===== src/rtl/crt_pkg.sv =====
package crt_pkg;
  localparam int unsigned REG_W     = 8;
  localparam int unsigned MULT_W    = 6;
  localparam int unsigned MAX_SHIFT = 13;
  localparam int unsigned CNT_W     = MULT_W + MAX_SHIFT;

  typedef struct packed {
    logic [1:0]        pre;
    logic [MULT_W-1:0] mult;
  } rec_cfg_t;

  function automatic logic [CNT_W-1:0] calc_len(input rec_cfg_t cfg);
    logic [CNT_W-1:0] base;
    base = CNT_W'(cfg.mult);
    case (cfg.pre)
      2'b00:   calc_len = base + 1'b1;
      2'b01:   calc_len = (base << 4) + 1'b1;
      2'b10:   calc_len = (base << 8) + 1'b1;
      default: calc_len = (base << MAX_SHIFT) + 1'b1;
    endcase
  endfunction
endpackage


===== src/rtl/crt_regfile.sv =====
module crt_regfile
  import crt_pkg::*;
#(
  parameter int unsigned NSETS = 2,
  parameter logic [7:0]  IDX0  = 8'h3C,
  parameter logic [7:0]  IDX1  = 8'h3F,
  parameter logic [7:0]  RST_V = 8'h03
) (
  input  logic             clk,
  input  logic             rst_n,
  input  logic             wr,
  input  logic [7:0]       idx,
  input  logic [REG_W-1:0] wdata,
  output logic [REG_W-1:0] rdata,
  output rec_cfg_t         cfg [NSETS]
);
  localparam logic [7:0] IDX_TAB [2] = '{IDX0, IDX1};

  logic [NSETS-1:0][REG_W-1:0] regs_q, regs_d;
  logic [NSETS-1:0]            hit;

  for (genvar g = 0; g < NSETS; g++) begin : g_set
    assign hit[g] = (idx == IDX_TAB[g]);
    assign cfg[g] = rec_cfg_t'(regs_q[g]);

    always_comb begin
      regs_d[g] = regs_q[g];
      if (wr && hit[g]) regs_d[g] = wdata;
    end

    always_ff @(posedge clk or negedge rst_n) begin
      if (!rst_n) regs_q[g] <= RST_V;
      else        regs_q[g] <= regs_d[g];
    end
  end

  always_comb begin
    rdata = '0;
    for (int i = 0; i < NSETS; i++)
      if (hit[i]) rdata = regs_q[i];
  end

  AST_OTHER_IDX_KEEP: assert property (@(posedge clk) disable iff (!rst_n)
    (wr && hit == '0) |=> $stable(regs_q));
endmodule


===== src/rtl/crt_counter.sv =====
module crt_counter
  import crt_pkg::*;
#(
  parameter int unsigned STRB_W = 4
) (
  input  logic              clk,
  input  logic              rst_n,
  input  logic [STRB_W-1:0] strb,
  input  rec_cfg_t          cfg_cur,
  output logic              strb_any,
  output logic              busy
);
  logic             strb_q;
  logic             start_evt, end_evt;
  logic [CNT_W-1:0] len_q, len_d;
  logic [CNT_W-1:0] cnt_q, cnt_d;
  logic             len_en;

  assign strb_any  = |strb;
  assign start_evt = strb_any & ~strb_q;
  assign end_evt   = ~strb_any & strb_q;
  assign len_en    = start_evt;
  assign len_d     = calc_len(cfg_cur);

  always_comb begin
    cnt_d = cnt_q;
    if (end_evt)            cnt_d = len_q;
    else if (cnt_q != '0)   cnt_d = cnt_q - 1'b1;
  end

  always_ff @(posedge clk or negedge rst_n) begin
    if (!rst_n) begin
      strb_q <= 1'b0;
      len_q  <= '0;
      cnt_q  <= '0;
    end else begin
      strb_q <= strb_any;
      if (len_en) len_q <= len_d;
      cnt_q  <= cnt_d;
    end
  end

  assign busy = (cnt_q != '0);

  AST_BUSY_ON_END: assert property (@(posedge clk) disable iff (!rst_n)
    end_evt |=> busy);
  AST_LOAD_LATCHED: assert property (@(posedge clk) disable iff (!rst_n)
    end_evt |=> (cnt_q == $past(len_q)));
  AST_COUNT_DOWN: assert property (@(posedge clk) disable iff (!rst_n)
    (busy && !end_evt) |=> (cnt_q == $past(cnt_q) - 1'b1));
  AST_LEN_MIN: assert property (@(posedge clk) disable iff (!rst_n)
    start_evt |=> (len_q != '0));
endmodule


===== src/rtl/crt_arbiter.sv =====
module crt_arbiter (
  input  logic clk,
  input  logic rst_n,
  input  logic req,
  input  logic blocked,
  input  logic busy,
  output logic go
);
  logic pend_q, pend_d;

  assign go = (req | pend_q) & ~blocked;

  always_comb begin
    pend_d = pend_q;
    if (go)                 pend_d = 1'b0;
    else if (req && blocked) pend_d = 1'b1;
  end

  always_ff @(posedge clk or negedge rst_n) begin
    if (!rst_n) pend_q <= 1'b0;
    else        pend_q <= pend_d;
  end

  AST_GO_NOT_BUSY: assert property (@(posedge clk) disable iff (!rst_n)
    go |-> !busy);
  AST_PEND_HELD: assert property (@(posedge clk) disable iff (!rst_n)
    (pend_q && blocked) |=> pend_q);
endmodule


===== src/rtl/cmd_recovery_timer.sv =====
module cmd_recovery_timer
  import crt_pkg::*;
#(
  parameter int unsigned STRB_W = 4,
  parameter logic [7:0]  IDX0   = 8'h3C,
  parameter logic [7:0]  IDX1   = 8'h3F
) (
  input  logic              clk,
  input  logic              rst_n,
  input  logic              reg_wr,
  input  logic [7:0]        reg_index,
  input  logic [REG_W-1:0]  reg_wdata,
  output logic [REG_W-1:0]  reg_rdata,
  input  logic              cmd_set,
  input  logic [STRB_W-1:0] cmd_strb,
  input  logic              cmd_req,
  output logic              cmd_go,
  output logic              busy
);
  localparam int unsigned NSETS = 2;

  logic     rst_s1_q, rst_s2_q;
  rec_cfg_t cfg [NSETS];
  rec_cfg_t cfg_cur;
  logic     strb_any;

  always_ff @(posedge clk or negedge rst_n) begin
    if (!rst_n) begin
      rst_s1_q <= 1'b0;
      rst_s2_q <= 1'b0;
    end else begin
      rst_s1_q <= 1'b1;
      rst_s2_q <= rst_s1_q;
    end
  end

  crt_regfile #(.NSETS(NSETS), .IDX0(IDX0), .IDX1(IDX1)) u_regs (
    .clk   (clk),
    .rst_n (rst_s2_q),
    .wr    (reg_wr),
    .idx   (reg_index),
    .wdata (reg_wdata),
    .rdata (reg_rdata),
    .cfg   (cfg)
  );

  assign cfg_cur = cmd_set ? cfg[1] : cfg[0];

  crt_counter #(.STRB_W(STRB_W)) u_cnt (
    .clk      (clk),
    .rst_n    (rst_s2_q),
    .strb     (cmd_strb),
    .cfg_cur  (cfg_cur),
    .strb_any (strb_any),
    .busy     (busy)
  );

  crt_arbiter u_arb (
    .clk     (clk),
    .rst_n   (rst_s2_q),
    .req     (cmd_req),
    .blocked (busy | strb_any),
    .busy    (busy),
    .go      (cmd_go)
  );
endmodule


===== config.mk =====
export PLATFORM = sky130hd
export DESIGN_NAME = cmd_recovery_timer
export DESIGN_NICKNAME = d
export VERILOG_FILES = /design/src/rtl/crt_pkg.sv /design/src/rtl/crt_regfile.sv /design/src/rtl/crt_counter.sv /design/src/rtl/crt_arbiter.sv /design/src/rtl/cmd_recovery_timer.sv
export SDC_FILE = /design/constraint.sdc
export NUM_CORES = 1
export LEC_CHECK = 0
export BUFFER_PORTS_ARGS = -buffer_cell sky130_fd_sc_hd__buf_2
export CORE_ASPECT_RATIO = 1.25
export CORE_MARGIN = 5
export CORE_UTILIZATION = 58
export DETAILED_ROUTE_END_ITERATION = 7
export PLACE_DENSITY = 0.9
export SLEW_MARGIN = 20
export SYNTH_ARGS = -nofsm -noshare
export SYNTH_HDL_FRONTEND = slang
export SYNTH_HIERARCHICAL = 1
export SYNTH_SLANG_ARGS = --single-unit
export TNS_END_PERCENT = 20

===== constraint.sdc =====
create_clock -name clk -period 2.38 [get_ports clk]
set_input_delay 0 -clock clk [delete_from_list [all_inputs] [get_ports clk]]
set_output_delay 0 -clock clk [all_outputs]
set_load 0.1 [all_outputs]

; Word level (Yosys, flattened, before mapping)
; Cells that the tools add are included.
[totals]
wordCells = 41
register_bits = 58
output_inout_bits = 10
input_bits = 25
[op_classes]
n_eq_ne = 4
n_reduce_logical = 8
addsub = 5
muxes = 8
bitwise = 8
[op_table]
columns = op, n
row1 = case mux 19 bit (3 select lines), 1
row2 = two-way mux 19 bit, 2
row3 = two-way mux 8 bit, 3
row4 = "adder 19 x 1 -> 19 bit, second input constant", 1
row5 = nonzero test 19 bit, 1
row6 = "subtractor 19 x 1 -> 19 bit, second input constant", 1
row7 = "== test 8 x 6 -> 1 bit, second input constant", 2
row8 = "adder 14 x 1 -> 15 bit, second input constant", 1
row9 = "adder 10 x 1 -> 11 bit, second input constant", 1
row10 = "adder 6 x 1 -> 7 bit, second input constant", 1
row11 = nonzero test 2 bit, 2
row12 = OR reduction 4 bit, 1
row13 = bitwise AND 1 bit, 3
row14 = logical AND 1 bit, 3
row15 = NOT 1 bit, 3
row16 = "== test 2 x 1 -> 1 bit, second input constant", 1
row17 = "== test 2 bit, second input constant", 1
row18 = logical NOT 2 bit, 1
row19 = two-way mux 1 bit, 2
row20 = bitwise OR 1 bit, 2

; Longest topological paths before layout
[logic_depth]
ltp_word = 5
depth_mapped = 10

; Cells and area by module
; The synthesis kept the hierarchy.
[modules_own_cells]
columns = mod, area_each_um2, cells_each, seq_area_each_um2, instances
row1 = crt_counter, 2053.2, 223, 975.9, 1
row2 = crt_regfile, 773.2, 57, 405.4, 1
row3 = cmd_recovery_timer, 191.4, 13, 50.0, 1
row4 = crt_arbiter, 42.5, 3, 25.0, 1

; Worst setup path before layout
; Ideal clock, no wire load.
[synth_timing]
path_type = register to output
startpoint = reg u_cnt.cnt_q[16]
endpoint = out cmd_go
n_path_buf = 1
required_time_ns = 2.380
stages_incl_launch_ff = 8
slack_ns = -0.488
arrival_ns = 2.868
cell_sequence = dfrtp_1 or4_4 or3_1 and3b_1 buf_6 inv_4 or2_2 o21ba_1
[synth_via]
elab_chain_len = 4
[synth_rtl]
columns = item, line_no
row1 = start: declaration, crt_counter.sv:16  ; logic [CNT_W-1:0] cnt_q, cnt_d;
row2 = start signal: assignment, crt_counter.sv:39  ; cnt_q <= cnt_d;
row3 = nonzero test 19 bit, crt_counter.sv:43  ; assign busy = (cnt_q != '0);
row4 = named net busy, cmd_recovery_timer.sv:18  ; output logic busy
row5 = bitwise OR 1 bit, cmd_recovery_timer.sv:62  ; .blocked (busy | strb_any),
row6 = NOT 1 bit, crt_arbiter.sv:11  ; assign go = (req | pend_q) & ~blocked;
row7 = bitwise AND 1 bit, crt_arbiter.sv:11
row8 = end: declaration, cmd_recovery_timer.sv:17  ; output logic cmd_go,
; The timed path passes the listed nets, and every way through them passes these cells.

; Worst setup path after layout
[layout_timing]
startpoint = reg u_cnt.cnt_q[13]
endpoint = out cmd_go
[layout_via]
elab_chain_len = 4
[layout_rtl]
columns = item, line_no
row1 = nonzero test 19 bit, crt_counter.sv:43
row2 = bitwise OR 1 bit, cmd_recovery_timer.sv:62
row3 = NOT 1 bit, crt_arbiter.sv:11
row4 = bitwise AND 1 bit, crt_arbiter.sv:11
; Every way passes these cells.

==> metrics.csv <==
stage,metric,value,unit
status,run status,"complete, but fails checks",
status,failing checks,setup timing,
layout,final net count,381,
critical_path,WP data arrival,2.61,ns
timing,measured slew at the worst slew-check pin,0.679,ns
synth,post-synthesis cell type count,51,
synth,synth warn,6,
global_routing,largest net degree at the start of global routing,57,
cts,CTS Buf Count,9,
cts,clock transition at the registers of the reported paths,0.06,ns
synth,Adder-Cell Fraction of Synth Area,2.45,%
routing,Initial DRC Count,163,
routing,DRC Markers,0,
critical_path,flop2flop setup slack,0.23,ns
routing,Final ANT Viol Nets,0,
floorplanning,Die H,91.2,um
routing,via count,2432,
layout,share of cells above drive strength 1,29.9,%
routing,DRT Wirelength,7.25,mm
routing,drt pass-1 iters,4,
synth,largest area contributor in the netlist,dfrtp_1,
synth,register bit count reported by yosys,58,
cts,H-tree Lvls,3,
floorplanning,full die area,0.00684,mm^2
global_routing,initial antenna violation count,0,
layout,synthesis-to-finish area growth,20.4,%
timing,Worst Clk Skew,0.00573,ns
placement,DP HPWL,4.57,mm
critical_path,Worst Setup Start Kind,flip-flop,
timing,fin worst setup slack,-0.227,ns
synth,Async SR Flop Fraction,100,%
timing,post-route setup TNS,-0.227,ns
layout,FF/Latch Area,0.00146,mm^2
synth,Synth Area in Simple Gates,18.6,%
placement,placed inst area,0.00330,mm^2
timing,endpoints failing setup,1,
cts,Worst-Skew Late Latency,0.35,ns
cts,clk sinks,58,
timing,Max Clk Rate,384,MHz
layout,Multi-input gate area,0.00151,mm^2
run,max_cap viols,0,
critical_path,Worst Path Required,2.38,ns
timing,Final Cycle Share,110,%
floorplanning,area of the core,0.00512,mm^2
timing,Tmin final,2.61,ns
routing,vias per cell,5.83,
placement,Port Buffers,34,
floorplanning,# rows,29,
critical_path,worst setup path class,reg2out,
synth,Post-Syn Area,0.00306,mm^2
routing,DR WL/cell,17.4,um
global_routing,first-pass GRT wire length,12.4,mm
timing,Slew HR,54.8,%
cts,clk root buf,clkbuf_8,
timing,worst hold margin,0.118,ns
floorplanning,Die W,75.0,um
placement,Final Wtd Congestion,0.832,
timing,RSZ-0062 raised after global routing,true,
timing,endpoints failing hold,0,
synth,Synth Net Count,327,
layout,final core occ,72.0,%
critical_path,CP max FO,2,
synth,main area contributors after synthesis,"dfrtp_1, nand2_1, mux2_2, mux2_4, o21ai_0",
synth,XOR/XNOR Fraction of Synth Area,5.44,%
global_routing,number of global-route vias before repair,2638,
floorplanning,Initial Util,59.8,%
synth,Synth Area in Compound Gates,12.3,%
critical_path,CP Capture Type,output pin,
pwr,maximum vdd drop,0.563,mV
synth,"Seq/Total Area, Yosys",47.6,%
global_routing,gr usage total,24.0,%
synth,"Primary FF master, synth",dfrtp_1,
timing,Max Transition Viols Final,0,
global_routing,total grt overflow,0,
synth,Syn Inst Count,296,
layout,FILL cells,338,
pwr,Leakage Power,1.64,nW
layout,ANT cells,0,
synth,post-synth top area share,44.2,%
synth,number of flops mapped to enable cells by yosys,0,
synth,mux contribution to synthesized area,9.81,%
cts,TritonCTS clock tree,yes,
floorplanning,I/O pin cnt,35,
layout,post-layout instance area,0.00368,mm^2
placement,dpl ws,-0.00159,ns
worst_hold_path,HP Class,in2reg,
pwr,Power per Cell Area,844,mW/mm^2
cts,CTS max path bufs,2,
synth,syn avg cell area,10.3,um^2
synth,main combinational cell family by area after synthesis,simple AND/OR/NAND/NOR gates,
## cells in the mapped netlist (all sizes together) (2+ instances only)
cell type	instances
or2	3
mux2	24
o31ai	9
o21ai	25
nand2	53
a22o	4
inv	8
dfstp	4
nor2b	5
clkbuf	9
dfrtp	54
xnor2	11
a22oi	11
buf	5
nor2	18
and4bb	2
nor4	3
xor2	8
nand3	9
and3	2
nor3	5
ha	6
## final cells by class
type	count	area share [%]
multi-input combinational	216	40.9
sequential	58	39.6
timing repair buffer	57	10.8
clock buffer	11	4.11
tap	62	2.11
clock inverter	5	1.43
inverter	8	1.15
## cell usage in the layout (no fill, tap or decap), types with 2 or more instances in the layout
master and count:
dfrtp_1 53, nand2_1 52, buf_2 32, o21ai_0 23
nor2_1 18, mux2_2 16, dlygate4sd3_1 13, clkbuf_8 11
xnor2_1 11, a22oi_1 11, buf_4 10, o31ai_1 9
mux2_4 8, xor2_1 8, inv_1 7, nand3_1 7
ha_1 6, nor2b_1 5, nor3_1 4, a22o_1 4
dfstp_2 4, clkinv_2 3, nor4_1 2, or2_2 2
o21ai_1 2, nand3_4 2
## power by group
| part | internal [mW] | switching, mW | total [mW] |
|---|---|---|---|
| clock | 0.534 | 0.395 | 0.929 |
| sequential | 1.16 | 0.152 | 1.31 |
| combinational | 0.446 | 0.425 | 0.871 |
## kinds of logic after synthesis
group                    count (synthesis)
AND/OR/NAND/NOR                        109
other                                    1
AO/OA/AOI/OAI                           57
adder cells (fa/ha/maj)                  6
multiplexers                            24
XOR/XNOR                                19
buffers and inverters                   22
flip-flops                              58
## through the flow
stage / total power [mW] / instances
after detailed placement: 2.05 / 383
final: 3.11 / 417
after CTS: 3.09 / 417
after global routing: 3.27 / 417
after global placement: 2.00 / 383
after floorplan: 1.85 / 296
## critical path, cell delays in order (launching register included)
cell     delay (ns)
dfrtp_1        0.37
or4_4          0.54
or3_4          0.35
and3b_2        0.34
inv_12         0.03
or2_4          0.22
o21ba_4        0.23
buf_12         0.17
## routing by layer
metal  track usage (%)  vias up  share of wire (%)  wire length [um]
met4              13.1        0                4.3               315
met2              41.7       79                 54              3920
met1              24.9     1180                 36              2620
li1                  -     1139                  -                 -
met5                 0        -                  0                 0
met3              7.40       34                5.4               393
## state kept, by name, summed over array words and instances, names as in the netlist
name / cells
rst_s1_q: 1
u_cnt/cnt_q: 19
rst_s2_q: 1
u_cnt/len_q: 19
u_regs/cfg: 16
u_arb/pend_q: 1
u_cnt/strb_q: 1
## timing repair
item	in CTS	in global routing
setup buffers	5	0
hold buffers	13	0
pin swaps	2	0
endpoints found under the setup margin	2	2
resized for setup	3	1
hold endpoints to repair	20	0
## final timing paths
check,start,endpoint,cells past startpoint
min in group asynchronous,rst_s2_q,u_regs/cfg[2],1
min,reg_wr,u_regs/cfg[2],3
max in group asynchronous,rst_s2_q,u_cnt/len_q[17],1
min reg2reg,rst_s1_q,rst_s2_q,0
max,u_cnt/cnt_q[13],cmd_go,7
max reg2reg,u_cnt/cnt_q[13],u_cnt/cnt_q[1],7
(Power assumes the default switching activity.)
